<file path="src/rtl/sig_pkg.sv">
package sig_pkg;
  localparam int ROADS = 2;

  // Phase of the crossing: each road's green phase is followed by an all-red gap
  typedef enum logic [1:0] {
    PH_A_GO    = 2'd0,
    PH_A_CLEAR = 2'd1,
    PH_B_GO    = 2'd2,
    PH_B_CLEAR = 2'd3
  } phase_t;
endpackage

</file>
<file path="src/rtl/sig_tod_clock.sv">
module sig_tod_clock #(
  parameter int HW            = 4,
  parameter int MW            = 6,
  parameter int START_HOUR    = 6,
  parameter int START_PM      = 0,
  parameter int RUSH_AM_FIRST = 7,
  parameter int RUSH_AM_LAST  = 8,
  parameter int RUSH_PM_FIRST = 5,
  parameter int RUSH_PM_LAST  = 6
) (
  input  logic          clk,
  input  logic          rst,
  input  logic          tick,
  output logic [HW-1:0] hour,
  output logic [MW-1:0] minute,
  output logic [MW-1:0] second,
  output logic          pm,
  output logic          rush,
  output logic          midnight
);
  localparam logic [MW-1:0] LAST_SM = MW'(59);
  localparam logic [HW-1:0] NOON_H  = HW'(12);
  localparam logic [HW-1:0] PRE_H   = HW'(11);

  function automatic logic busy(input logic [HW-1:0] h, input logic p);
    if (p) busy = (h >= HW'(RUSH_PM_FIRST)) && (h <= HW'(RUSH_PM_LAST));
    else   busy = (h >= HW'(RUSH_AM_FIRST)) && (h <= HW'(RUSH_AM_LAST));
  endfunction

  logic [HW-1:0] hour_n;
  logic [MW-1:0] min_n, sec_n;
  logic          pm_n, day_wrap;

  // next time of day
  always_comb begin
    sec_n    = second + MW'(1);
    min_n    = minute;
    hour_n   = hour;
    pm_n     = pm;
    day_wrap = 1'b0;
    if (second == LAST_SM) begin
      sec_n = '0;
      min_n = minute + MW'(1);
      if (minute == LAST_SM) begin
        min_n = '0;
        if (hour == PRE_H) begin
          hour_n   = NOON_H;
          pm_n     = ~pm;
          day_wrap = pm;
        end else if (hour == NOON_H) begin
          hour_n = HW'(1);
        end else begin
          hour_n = hour + HW'(1);
        end
      end
    end
  end

  always_ff @(posedge clk) begin
    if (rst) begin
      hour     <= HW'(START_HOUR);
      minute   <= '0;
      second   <= '0;
      pm       <= START_PM[0];
      rush     <= busy(HW'(START_HOUR), START_PM[0]);
      midnight <= 1'b0;
    end else if (tick) begin
      hour     <= hour_n;
      minute   <= min_n;
      second   <= sec_n;
      pm       <= pm_n;
      rush     <= busy(hour_n, pm_n);
      midnight <= day_wrap;
    end else begin
      midnight <= 1'b0;
    end
  end
endmodule

</file>
<file path="src/rtl/sig_dur_adapt.sv">
module sig_dur_adapt #(
  parameter int W        = 7,
  parameter int CW       = 5,
  parameter int RUSH_MIN = 30,
  parameter int RUSH_MAX = 60,
  parameter int REG_MIN  = 40,
  parameter int REG_MAX  = 70,
  parameter int LOW_CNT  = 10,
  parameter int HIGH_CNT = 20,
  parameter int STEP     = 5
) (
  input  logic [W-1:0]  cur,
  input  logic [CW-1:0] cars,
  input  logic          rush,
  output logic [W-1:0]  adapted,
  output logic [W-1:0]  held
);
  logic [W-1:0] lo, hi, stepped;

  function automatic logic [W-1:0] fit(input logic [W-1:0] v,
                                       input logic [W-1:0] a,
                                       input logic [W-1:0] b);
    if (v < a)      fit = a;
    else if (v > b) fit = b;
    else            fit = v;
  endfunction

  always_comb begin
    lo = rush ? W'(RUSH_MIN) : W'(REG_MIN);
    hi = rush ? W'(RUSH_MAX) : W'(REG_MAX);
    // queue-length rule
    if (cars <= CW'(LOW_CNT))       stepped = cur + W'(STEP);
    else if (cars >= CW'(HIGH_CNT)) stepped = cur - W'(STEP);
    else                            stepped = cur;
    adapted = fit(stepped, lo, hi);
    held    = fit(cur, lo, hi);
  end
endmodule

</file>
<file path="src/rtl/sig_phase_seq.sv">
module sig_phase_seq
  import sig_pkg::*;
#(
  parameter int W      = 7,
  parameter int A_INIT = 40,
  parameter int B_INIT = 50
) (
  input  logic                    clk,
  input  logic                    rst,
  input  logic                    tick,
  input  logic [ROADS-1:0][W-1:0] adapted,
  input  logic [ROADS-1:0][W-1:0] held,
  output logic                    go_a,
  output logic                    go_b,
  output logic [W-1:0]            red_left,
  output logic [ROADS-1:0][W-1:0] dur
);
  phase_t ph;

  always_ff @(posedge clk) begin
    if (rst) begin
      ph       <= PH_A_GO;
      red_left <= W'(B_INIT);
      dur[0]   <= W'(A_INIT);
      dur[1]   <= W'(B_INIT);
      go_a     <= 1'b1;
      go_b     <= 1'b0;
    end else if (tick) begin
      case (ph)
        PH_A_GO: begin
          if (red_left == W'(1)) begin
            ph       <= PH_A_CLEAR;
            red_left <= '0;
            go_a     <= 1'b0;
          end else begin
            red_left <= red_left - W'(1);
          end
        end
        PH_A_CLEAR: begin
          ph       <= PH_B_GO;
          go_b     <= 1'b1;
          red_left <= held[0];
          dur[1]   <= adapted[1];
        end
        PH_B_GO: begin
          if (red_left == W'(1)) begin
            ph       <= PH_B_CLEAR;
            red_left <= '0;
            go_b     <= 1'b0;
          end else begin
            red_left <= red_left - W'(1);
          end
        end
        default: begin
          ph       <= PH_A_GO;
          go_a     <= 1'b1;
          red_left <= held[1];
          dur[0]   <= adapted[0];
        end
      endcase
    end
  end
endmodule

</file>
<file path="src/rtl/adaptive_signal_ctrl.sv">
module adaptive_signal_ctrl
  import sig_pkg::*;
#(
  parameter int W          = 7,
  parameter int CW         = 5,
  parameter int HW         = 4,
  parameter int MW         = 6,
  parameter int A_RUSH_MIN = 30,
  parameter int A_RUSH_MAX = 60,
  parameter int A_REG_MIN  = 40,
  parameter int A_REG_MAX  = 70,
  parameter int B_RUSH_MIN = 40,
  parameter int B_RUSH_MAX = 70,
  parameter int B_REG_MIN  = 50,
  parameter int B_REG_MAX  = 80,
  parameter int LOW_CNT    = 10,
  parameter int HIGH_CNT   = 20,
  parameter int STEP       = 5
) (
  input  logic          clk,
  input  logic          rst,
  input  logic          freeze,
  input  logic [CW-1:0] cars_a,
  input  logic [CW-1:0] cars_b,
  output logic          go_a,
  output logic          go_b,
  output logic [W-1:0]  red_left,
  output logic [HW-1:0] hour,
  output logic [MW-1:0] minute,
  output logic [MW-1:0] second,
  output logic          pm,
  output logic          rush,
  output logic          midnight
);
  localparam int LIM_RMIN [ROADS] = '{A_RUSH_MIN, B_RUSH_MIN};
  localparam int LIM_RMAX [ROADS] = '{A_RUSH_MAX, B_RUSH_MAX};
  localparam int LIM_GMIN [ROADS] = '{A_REG_MIN,  B_REG_MIN};
  localparam int LIM_GMAX [ROADS] = '{A_REG_MAX,  B_REG_MAX};

  logic                     tick;
  logic [ROADS-1:0][W-1:0]  dur, adapted, held;
  logic [ROADS-1:0][CW-1:0] cnt;

  assign tick = ~freeze;
  assign cnt  = {cars_b, cars_a};

  sig_tod_clock #(.HW(HW), .MW(MW)) u_tod (
    .clk(clk), .rst(rst), .tick(tick),
    .hour(hour), .minute(minute), .second(second),
    .pm(pm), .rush(rush), .midnight(midnight)
  );

  for (genvar gi = 0; gi < ROADS; gi++) begin : g_road
    sig_dur_adapt #(
      .W(W), .CW(CW),
      .RUSH_MIN(LIM_RMIN[gi]), .RUSH_MAX(LIM_RMAX[gi]),
      .REG_MIN(LIM_GMIN[gi]),  .REG_MAX(LIM_GMAX[gi]),
      .LOW_CNT(LOW_CNT), .HIGH_CNT(HIGH_CNT), .STEP(STEP)
    ) u_adapt (
      .cur(dur[gi]), .cars(cnt[gi]), .rush(rush),
      .adapted(adapted[gi]), .held(held[gi])
    );
  end

  sig_phase_seq #(.W(W), .A_INIT(A_REG_MIN), .B_INIT(B_REG_MIN)) u_seq (
    .clk(clk), .rst(rst), .tick(tick),
    .adapted(adapted), .held(held),
    .go_a(go_a), .go_b(go_b), .red_left(red_left), .dur(dur)
  );
endmodule

</file>
<file path="config.mk">
export PLATFORM = sky130hd
export DESIGN_NAME = adaptive_signal_ctrl
export DESIGN_NICKNAME = d
export VERILOG_FILES = /design/src/rtl/sig_pkg.sv /design/src/rtl/sig_tod_clock.sv /design/src/rtl/sig_dur_adapt.sv /design/src/rtl/sig_phase_seq.sv /design/src/rtl/adaptive_signal_ctrl.sv
export SDC_FILE = /design/constraint.sdc
export NUM_CORES = 1
export LEC_CHECK = 0
export ABC_CLOCK_PERIOD_IN_PS = 3900
export CAP_MARGIN = 20
export CORE_UTILIZATION = 60
export CTS_BUF_LIST = sky130_fd_sc_hd__clkbuf_2
export DETAILED_ROUTE_END_ITERATION = 8
export HOLD_SLACK_MARGIN = 0.1
export PLACE_DENSITY_LB_ADDON = 0.2
export SLEW_MARGIN = 20
export SYNTH_ARGS = -nofsm -noshare
export SYNTH_HDL_FRONTEND = slang
export SYNTH_HIERARCHICAL = 1
export SYNTH_SLANG_ARGS = --single-unit
</file>
<file path="constraint.sdc">
create_clock -name clk -period 3.9 [get_ports clk]
set_input_delay 0.78 -clock clk [delete_from_list [all_inputs] [get_ports clk]]
set_output_delay 0.78 -clock clk [all_outputs]
set_load 0.05 [all_outputs]
</file>
==> flow_summary.ini, run 1 <==
[run_status]
status = completed

[power]
static-leakage-power_nw = 1.949
peakVddDrop_uv = 232.8
power_per_cell_area_nw_per_um2 = 214.1
total_power_mw = 1.027

[floorplan]
placementRows = 29
starting_density_of_the_core = 0.6346
boundaryPins = 41
die_w_um = 84.88
floorplan.die.height_um = 84.88
fp.dieArea_um2 = 7205
core_area_um2 = 6495

[yosys]
synth.ff_latch_count = 44
synth_commonest_cells = nand2_1 (46), nor2_1 (46), dfxtp_1 (44)
syn_area_um2 = 4121
synth_top_area_frac = 0.2137
synth_async_sr_flop_share = 0
avgSynthCellArea_um2 = 8.018
postSynthCellCount = 514
postSynth.topFlopCell = dfxtp_1
yosysTopAreaCell = dfxtp_1
yosys_warnings = 6
synth-seq-area-share = 0.2137
edff_count_synth = 0
synthesis.nets = 567
ys_top_cells_by_area = dfxtp_1 (21%), ha_1 (12%), a21oi_1 (5.1%)
synth.lib_cells_used.distinct = 89

[timing]
timing.slew.headroom = 0.5544
max_clock_freq_mhz = 279.7
largest_clock_skew_in_the_final_design_ns = 0.01002
max_slew.worst_pin.slew_ns = 0.6647
slew_viol_final = 0
fin_ws_ns = 0.3245
number_of_setup_violations_in_the_final_report = 0
finalCritPeriodShare = 0.9168
unrepaired_setup_endpoints_after_global_routing = no
hold_viol_final = 0
fin_worst_hold_slack_ns = 0.4972
final.min_clock_period_ns = 3.575
fin_tns_setup_ns = 0

[routing]
detailroute.wirelength.met2_um = 5219
wl_met3_um = 479
antenna_violating_nets_post_route = 0
detail_route.first_pass.iterations = 7
wl_met1_um = 4534
routed_via_density = 6.263
routed_wl_um = 10360
top_signal_layer_used = met4
num_vias = 4065
detail_routed_net_length_per_standard_cell_um = 15.97
drt_iter0_markers = 302
drc = 0

[critical_path]
critical_path.n_buffers_inverters = 1
max_stage_delay_ns = 0.59
crit_path_top_delay_cell = clkdlybuf4s50_1
rr_worst_depth = 14
critical_path_required_ns = 4.26
timing.critical_path.max_delay_family = simple AND/OR/NAND/NOR gates
setup.worst_path.end_class = flop
critical_path.max_fanout = 5
r2r_start = u_seq/dur[7]
timing.rr.end = u_seq/dur[11]
critical_path.cell_chain = clkdlybuf4s50_1, o21ai_2, nor3_2, a21oi_1, xnor2_1, ha_1, or2_2, a22oi_1, and3_1, o21bai_4, mux2_4, and3_1, a211o_1
type_of_the_worst_setup_path = primary input to flop
crit_top_cell = and3_1
reg2reg_slack_ns = 0.34
worst_ep_arrival_time_ns = 3.93
crit_path_start_kind = primary input

[worst_hold_path]
timing.hold.worst_path_depth = 2
hold_path_end = u_seq/go_b
min_path_type = flop to flop
holdCritStartpoint = u_seq/go_b

[clock_network]
numCtsBuffers = 5
postCtsSetupBuffers = 0
cts-htree-levels = 2
cts_tree = done
post_cts.resized_instances = 0
worst_setup_hold_path_clk_slew_ns = 0.23
cts.path.max_buffers = 2
clk_root_buffer_cell = clkbuf_2
worst_skew_pair.late_latency_ns = 0.43
holdBufCountCts = 0
clock_sink_count = 44

[grt]
grt_remaining_overflow = 0
track_usage = 0.2913
antenna_found_initial = 0
grt_first_pass_wirelength_um = 17420
grt_max_degree = 37
first_global_vias = 3879

[cells_and_area]
layoutNonFillerInstCount = 649
nFillCells = 515
multi_input_comb_area_um2 = 3027
synthToLayoutAreaGrowth_pct = 16.45
final_net_count = 624
seq_area_um2 = 880.8
num_antenna_cells = 0
drive_above_1_share = 0.1451

[job]
cap_viol_max_count = 0

[placement]
place_inst = 641
place_congestion = 0.9810
detailedPlacementHpwl_um = 7732
preCtsSetupSlack_ns = -0.1125
buffer_ports.inserted = 40
worst max path at each step:
| stage | cells after the start | from | slack (ns) | end |
|---|---|---|---|---|
| 2_1_floorplan | 11 | u_tod/rush | 0.19 | u_seq/red_left[5] |
| 3_3_place_gp | 16 | cars_b[4] | 0.008 | u_seq/dur[11] |
| 3_5_place_dp | 13 | cars_b[3] | -0.11 | u_seq/dur[11] |
| 4_1_cts | 13 | cars_b[3] | 0.35 | u_seq/dur[11] |
| 5_1_grt | 16 | u_seq/dur[7] | 0.03 | u_seq/dur[11] |
| 6_report | 13 | cars_b[3] | 0.32 | u_seq/dur[11] |
final cells by class:
| class | count | area share |
|---|---|---|
| clock buffer | 6 | 0.006257 |
| clock inverter | 2 | 0.007299 |
| inverter | 32 | 0.02503 |
| multi-input combinational | 420 | 0.6306 |
| sequential | 44 | 0.1835 |
| tap | 77 | 0.02007 |
| timing repair buffer | 68 | 0.1272 |
per-stage QoR:
step / util / area (um^2)
after detailed placement: 0.7290 / 4735
after floorplan: - / 4121
after global placement: 0.7290 / 4735
after global routing: 0.7390 / 4800
after CTS: 0.7390 / 4800
final: 0.7390 / 4800
cell usage in the layout (no fill, tap or decap), drive strengths merged, types with 15 or more instances in the layout:
cell and count:
nor2 48, nand2 47, a21oi 45, dfxtp 44, ha 40, clkdlybuf4s50 40
inv 31, buf 28, o21ai 28, nor3 22, nand3 15
kinds of logic (layout without fill, tap and decap cells):
group                      Yosys count  after routing  share of synthesized area
DFF                                 44             44                     0.2137
AOI/OAI and AO/OA                  153            153                     0.2817
buffers and inverters               50            108                    0.05191
muxes                               10             10                    0.02702
adders and majority gates           40             40                     0.1214
xor gates and xnor gates            25             25                    0.05859
and+or+nand+nor                    192            192                     0.2456
registers in the layout, summed over array words and instances, names as in the netlist:
signal	count
u_tod/pm	1
u_seq/dur	14
u_tod/minute	6
u_seq/go_b	1
u_tod/rush	1
u_tod/second	6
u_seq/ph	2
u_seq/go_a	1
u_tod/midnight	1
u_seq/red_left	7
u_tod/hour	4
metal layers:
metal | up-vias | GRT usage
met1 | 1920 | 0.3579
met5 | - | 0
met3 | 18 | 0.02529
met4 | 0 | 0.09399
li1 | 1986 | -
met2 | 141 | 0.5373
power breakdown:
| group | internal [mW] | switching (mW) |
|---|---|---|
| logic | 0.128 | 0.163 |
| clock network | 0.110 | 0.156 |
| registers | 0.458 | 0.0127 |
worst register-to-register path: stages, from the launching register on:
cell      delay, ns
dfxtp_1        0.53
inv_1          0.19
ha_1           0.25
nor2b_1        0.16
nor3_2         0.06
a21oi_1        0.19
xnor2_1        0.19
ha_1           0.32
or2_2          0.29
a22oi_1        0.22
and3_1         0.22
o21bai_4       0.14
mux2_4         0.31
and3_1         0.16
a211o_1        0.26
(Power assumes the default switching activity.)
==> run 2, diff against run 1 <==
--- a/config.mk
+++ b/config.mk
@@ -15,5 +15,4 @@
 export SLEW_MARGIN = 20
 export SYNTH_ARGS = -nofsm -noshare
 export SYNTH_HDL_FRONTEND = slang
-export SYNTH_HIERARCHICAL = 1
 export SYNTH_SLANG_ARGS = --single-unit
==> run 2 against run 1 <==
Non-clock buffer count fell by 18. Combinational power down 9.0%. Synthesized cell count decreased by 3.1%. Clock skew increased by 0.010 ns. Critical endpoint is now u_seq.dur[9]. Area after synthesis down 4.0%. Sequential power about the same. Cell area shrank 6.4%. Via count is 7.2% lower. Register-to-register slack better by 0.25 ns.
==> flow_summary.ini, run 2 <==
[run_status]
status = completed

[floorplan]
boundaryPins = 41
starting_density_of_the_core = 0.6233
fp.dieArea_um2 = 6925
placementRows = 29
die_w_um = 83.22
core_area_um2 = 6350
floorplan.die.height_um = 83.22

[cells_and_area]
seq_area_um2 = 880.8
layoutNonFillerInstCount = 608
final_cell_mix = nor2_1 (54), dfxtp_1 (44), ha_1 (42)
largest_reg_flops = 14
final_core_utilization = 0.7076
num_antenna_cells = 0
multi_input_comb_area_um2 = 2890
synthToLayoutAreaGrowth_pct = 13.53
final_net_count = 585
regMostFlops = u_seq.dur
nFillCells = 535
layout_commonest_cell = nor2_1
drive_above_1_share = 0.08098
top_regs = u_seq.dur (14), u_seq.red_left (7)

[clock_network]
postCtsSetupBuffers = 0
holdBufCountCts = 0
worst_setup_hold_path_clk_slew_ns = 0.25
numCtsBuffers = 5
cts.path.max_buffers = 2
cts_tree = done
clk_root_buffer_cell = clkbuf_2
cts-htree-levels = 2
post_cts.resized_instances = 0
clock_sink_count = 44
worst_skew_pair.late_latency_ns = 0.43

[timing]
timing.slew.headroom = 0.5456
fin_worst_hold_slack_ns = 0.4895
largest_clock_skew_in_the_final_design_ns = 0.02020
hold_viol_final = 0
final.min_clock_period_ns = 3.469
unrepaired_setup_endpoints_after_global_routing = no
max_clock_freq_mhz = 288.3
number_of_setup_violations_in_the_final_report = 0
fin_tns_setup_ns = 0
max_slew.worst_pin.slew_ns = 0.6802
slew_viol_final = 0
finalCritPeriodShare = 0.8895

[yosys]
yosysTopAreaCell = dfxtp_1
synth.ff_latch_count = 44
yosys_warnings = 0
synth.lib_cells_used.distinct = 71
postSynthCellCount = 498
postSynth.topFlopCell = dfxtp_1
ys_top_cells_by_area = dfxtp_1 (22%), ha_1 (13%), nor2_1 (5.1%)
syn_area_um2 = 3958
avgSynthCellArea_um2 = 7.947
synth-seq-area-share = 0.2226
most_common_cell_in_the_netlist = nor2_1
synth_top_area_frac = 0.2226
synth_commonest_cells = nor2_1 (54), dfxtp_1 (44), ha_1 (42)
edff_count_synth = 0
synth_async_sr_flop_share = 0
synthesis.nets = 553

[critical_path]
worstSetupStartpoint = cars_b[2]
r2r_start = u_seq.dur[7]
crit_path_start_kind = primary input
timing.rr.end = u_seq.dur[9]
worst_ep_arrival_time_ns = 3.84
critical_path_required_ns = 4.27
reg2reg_slack_ns = 0.59
rr_worst_depth = 14
cp-endpoint = u_seq.dur[9]
critical_path.max_fanout = 5
setup.worst_path.end_class = flop
type_of_the_worst_setup_path = primary input to flop

[routing]
routed_wl_um = 9569
detail_routed_net_length_per_standard_cell_um = 15.74
num_vias = 3773
antenna_violating_nets_post_route = 0
drc = 0
drt_iter0_markers = 226
routed_via_density = 6.206
detail_route.first_pass.iterations = 4

[grt]
grt_remaining_overflow = 0
track_usage = 0.2775
first_global_vias = 3687
grt_max_degree = 40
antenna_found_initial = 0
grt_first_pass_wirelength_um = 16170

[power]
static-leakage-power_nw = 1.741
combinationalPowerShare = 0.260
intPower_mw = 0.6784
flop_pwr_share = 0.467
power_per_cell_area_nw_per_um2 = 226.2
power.share.switching = 0.3325
peakVddDrop_uv = 259.1
clock_power_share = 0.273
p_switching_mw = 0.3379

[placement]
place_inst = 600
buffer_ports.inserted = 40
place_congestion = 0.8870
detailedPlacementHpwl_um = 7039

[job]
cap_viol_max_count = 0

[worst_hold_path]
min_path_type = flop to flop
==> run 2: changes by cell type in the layout (fill, tap and decap cells not counted), moves of 4 or more <==
cell | before | now
buf_4 | 28 | 10
nand2_1 | 46 | 36
nor2_1 | 46 | 54
a211oi_1 | 2 | 9
inv_1 | 28 | 21
nor2b_1 | 5 | 12
nand3_1 | 14 | 8
a21oi_1 | 42 | 37
xnor2_1 | 9 | 14
nand4_1 | 7 | 3
nor4b_1 | 1 | 5
==> run 2: final cells by class <==
class,count,share of cell area
multi-input cells,408,0.6433
flip-flops and latches,44,0.1960
repair buffers,50,0.1058
well taps,77,0.02144
inverters,21,0.01754
clock inverters,3,0.01030
clock buffers,5,0.005569
==> run 2: critical path, cell delays in order <==
cell and delay (ns):
clkdlybuf4s50_1 0.48, a21o_1 0.23, a211oi_2 0.28, nor2_1 0.12, xnor2_1 0.16, ha_1 0.34, a21oi_1 0.11, and3_1 0.19
and3_1 0.17, a211o_1 0.26, nor3b_2 0.33, o21ai_1 0.14, a311oi_2 0.23
==> run 2: worst min path at each step <==
stage | cells past startpoint | endpoint | start | slack [ns]
final | 2 | u_seq.go_a | u_seq.go_a | 0.49
after floorplan | 2 | u_seq.dur[0] | u_seq.dur[0] | 0.50
after global placement | 2 | u_seq.go_a | u_seq.go_a | 0.45
after detailed placement | 2 | u_seq.go_a | u_seq.go_a | 0.47
after global routing | 2 | u_seq.go_a | u_seq.go_a | 0.54
after CTS | 2 | u_seq.go_a | u_seq.go_a | 0.49
==> run 2: kinds of logic (layout without fill, tap and decap cells) <==
logic type / Yosys count / count (layout) / share of synthesized area
xor+xnor: 29 / 29 / 0.06798
compound gates: 146 / 146 / 0.2675
simple gates: 180 / 180 / 0.2333
buf+inv: 46 / 79 / 0.04711
flops: 44 / 44 / 0.2226
fa+ha+maj: 42 / 42 / 0.1328
mux: 11 / 11 / 0.02877
==> run 2: stage by stage <==
step	power [mW]	area (um^2)	worst slack, ns
2_1_floorplan	0.6667	3958	0.1872
3_3_place_gp	0.7345	4422	0.1154
3_5_place_dp	0.7427	4422	0.0002518
4_1_cts	1.020	4493	0.4532
5_1_grt	1.059	4493	0.1627
6_report	1.016	4493	0.4311
==> run 2: power groups by stage <==
| stage | clock (mW) | sequential, mW | combinational [mW] |
|---|---|---|---|
| 6_report | 0.278 | 0.474 | 0.264 |
| 5_1_grt | 0.296 | 0.476 | 0.287 |
| 4_1_cts | 0.283 | 0.474 | 0.263 |
| 3_5_place_dp | 0 | 0.482 | 0.261 |
| 3_3_place_gp | 0 | 0.482 | 0.253 |
| 2_1_floorplan | 0 | 0.514 | 0.153 |
==> run 2: per-layer routing <==
layer	vias to the layer above	part of all wire	track usage
met5	-	0	0
met1	1764	0.46	0.3309
met2	103	0.49	0.5007
met3	22	0.037	0.03579
li1	1884	-	-
met4	0	0.018	0.1113
==> run 3, diff against run 2 <==
--- a/config.mk
+++ b/config.mk
@@ -5,6 +5,7 @@
 export SDC_FILE = /design/constraint.sdc
 export NUM_CORES = 1
 export LEC_CHECK = 0
+export ABC_AREA = 1
 export ABC_CLOCK_PERIOD_IN_PS = 3900
 export CAP_MARGIN = 20
 export CORE_UTILIZATION = 60
==> run 3 against run 2 <==
The flow now finishes with violations (design-rule violations). Area after synthesis rose by 1.7%. Clock skew fell by 0.0018 ns. Synthesized cell count rose by 23%. Cell count rose by 21%. Fmax rose by 12%. Global-route usage rose by 0.66 points. Via count rose by 8.2%. Critical path type unchanged. Largest power group unchanged.
==> flow_summary.ini, run 3 <==
[run_status]
status = finished, violations left
failed_checks = design-rule violations

[critical_path]
setup.worst_path.end_class = flop
worst_ep_arrival_time_ns = 3.42
crit_path_start_kind = primary input
worstSetupStartpoint = cars_a[2]
rr_worst_depth = 18
cp-endpoint = u_seq.dur[5]
type_of_the_worst_setup_path = primary input to flop
reg2reg_slack_ns = 1.08
critical_path_required_ns = 4.24
timing.rr.end = u_seq.dur[8]
critical_path.max_fanout = 9
r2r_start = u_seq.dur[7]

[floorplan]
fp.dieArea_um2 = 7038
die_w_um = 83.89
starting_density_of_the_core = 0.6265
floorplan.die.height_um = 83.89
placementRows = 29
core_area_um2 = 6422
boundaryPins = 41

[yosys]
synth_async_sr_flop_share = 0
yosys_warnings = 0
syn_area_um2 = 4024
synth_top_family_by_area = simple AND/OR/NAND/NOR gates
synth.ff_latch_count = 44
synth.area.mux_share = 0.002799
synth-simple-area-share = 0.3570
synth_commonest_cells = nand2_1 (133), inv_1 (76), nor2_1 (63)
yosysTopAreaCell = dfxtp_1
synthesis.nets = 666
synth_compound_gate_area_share = 0.1667
postSynth.topFlopCell = dfxtp_1
synth_area_in_adders = 0.1306
synth_top_area_frac = 0.2189
synth-seq-area-share = 0.2189
postSynthCellCount = 611
synth.lib_cells_used.distinct = 46
post_synthesis_xor_xnor_area_fraction = 0.02799
ys_top_cells_by_area = dfxtp_1 (22%), ha_1 (13%), nand2_1 (12%)
edff_count_synth = 0
most_common_cell_in_the_netlist = nand2_1
avgSynthCellArea_um2 = 6.586

[cells_and_area]
layout_commonest_cell = nand2_1
final_net_count = 712
drive_above_1_share = 0.1353
top_regs = u_seq.dur (14), u_seq.red_left (7)
final_core_utilization = 0.7097
largest_reg_flops = 14
multi_input_comb_area_um2 = 2756
num_antenna_cells = 0
seq_area_um2 = 880.8
nFillCells = 575
synthToLayoutAreaGrowth_pct = 13.28
regMostFlops = u_seq.dur
final_cell_mix = nand2_1 (133), inv_1 (76), nor2_1 (63)

[routing]
routed_wl_um = 9530
antenna_violating_nets_post_route = 0
drc = 2
drt_iter0_markers = 214
routed_via_density = 5.554
num_vias = 4082
detail_routed_net_length_per_standard_cell_um = 12.97
detail_route.first_pass.iterations = 6

[clock_network]
holdBufCountCts = 0
postCtsSetupBuffers = 0
cts.path.max_buffers = 2
cts_tree = done
clock_sink_count = 44
post_cts.resized_instances = 0
numCtsBuffers = 5
worst_skew_pair.late_latency_ns = 0.41
clk_root_buffer_cell = clkbuf_2
cts-htree-levels = 2
worst_setup_hold_path_clk_slew_ns = 0.23

[timing]
number_of_setup_violations_in_the_final_report = 0
max_clock_freq_mhz = 324.2
final.min_clock_period_ns = 3.084
unrepaired_setup_endpoints_after_global_routing = no
slew_viol_final = 0
max_slew.worst_pin.slew_ns = 0.5262
fin_tns_setup_ns = 0
finalCritPeriodShare = 0.7908
timing.slew.headroom = 0.6481
hold_viol_final = 0
fin_worst_hold_slack_ns = 0.5068
largest_clock_skew_in_the_final_design_ns = 0.01836

[power]
peakVddDrop_uv = 231.4
power_per_cell_area_nw_per_um2 = 211.9
static-leakage-power_nw = 2.115

[grt]
antenna_found_initial = 0
grt_first_pass_wirelength_um = 16660
grt_max_degree = 22
first_global_vias = 3984
track_usage = 0.2842
grt_remaining_overflow = 0

[worst_hold_path]
min_path_type = flop to flop

[placement]
detailedPlacementHpwl_um = 7415
place_congestion = 0.9291
buffer_ports.inserted = 40

[job]
cap_viol_max_count = 0
## run 3: changes by cell type in the layout (fill, tap and decap cells not counted), moves of 9 or more
cell | previous run | this run
inv_1 | 21 | 76
xnor2_1 | 14 | 2
inv_2 | 0 | 14
nor2b_1 | 12 | 0
a21o_1 | 9 | 0
nand2_1 | 36 | 133
nand2_4 | 0 | 10
nand3_1 | 8 | 29
nor2_1 | 54 | 63
nand2_2 | 0 | 21
o21ai_0 | 16 | 29
## run 3: metrics by stage
stage	instances	setup WS (ns)	area [um^2]	power (mW)
finish	735	0.8157	4558	0.9660
global route	735	0.5992	4558	1.022
CTS	735	0.8571	4558	0.9697
global placement	727	0.5457	4519	0.7704
floorplan	611	0.6261	4024	0.6998
detailed placement	727	0.3970	4519	0.7784
## run 3: worst min path at each step
stage	from	end	slack, ns	depth (start not counted)
floorplan	u_seq.dur[0]	u_seq.dur[0]	0.51	2
global placement	u_seq.go_a	u_seq.go_a	0.48	2
detailed placement	u_seq.go_a	u_seq.go_a	0.47	2
CTS	u_seq.go_a	u_seq.go_a	0.52	2
global route	u_seq.go_b	u_seq.go_b	0.55	1
finish	u_seq.go_a	u_seq.go_a	0.51	2
## run 3: cell families (layout without fill, tap and decap cells)
family	Yosys count	in the layout
buf+inv	98	145
mux	1	1
fa+ha+maj	42	42
flops	44	44
compound gates	114	114
simple gates	300	300
xor+xnor	12	12
## run 3: routing by layer
layer,up-vias,GRT usage,part of all wire
met4,0,0.09091,0.015
met3,17,0.04253,0.043
met1,1890,0.3352,0.45
li1,2080,-,-
met2,95,0.5238,0.49
met5,-,0,0
## run 3: area by class of cell
class                   count  share of cell area
repair buffers             45             0.09607
inverters                  92             0.07631
clock inverters             3            0.003019
flip-flops and latches     44              0.1932
well taps                  77             0.02114
multi-input cells         469              0.6047
clock buffers               5            0.005490
## run 3: critical path, cell delays in order
cell and delay, ns:
clkdlybuf4s50_1 0.56, nor2_2 0.08, nor2_4 0.12, nand2_1 0.13, nor3_1 0.17, nor2_1 0.09, xor2_1 0.17, ha_1 0.34
nand2_1 0.08, nor3_1 0.16, nand4_1 0.13, nand2_1 0.12, nand2_4 0.09, and2_0 0.18, o21ai_1 0.16, nand2_1 0.06
## run 3: power breakdown
| part | internal, mW | total [mW] | leakage (nW) | switching (mW) |
|---|---|---|---|---|
| registers | 0.461 | 0.474 | 0.358 | 0.0126 |
| clock network | 0.0403 | 0.194 | 0.0302 | 0.153 |
| logic | 0.109 | 0.298 | 1.73 | 0.190 |
| total | 0.610 | 0.966 | 2.12 | 0.356 |
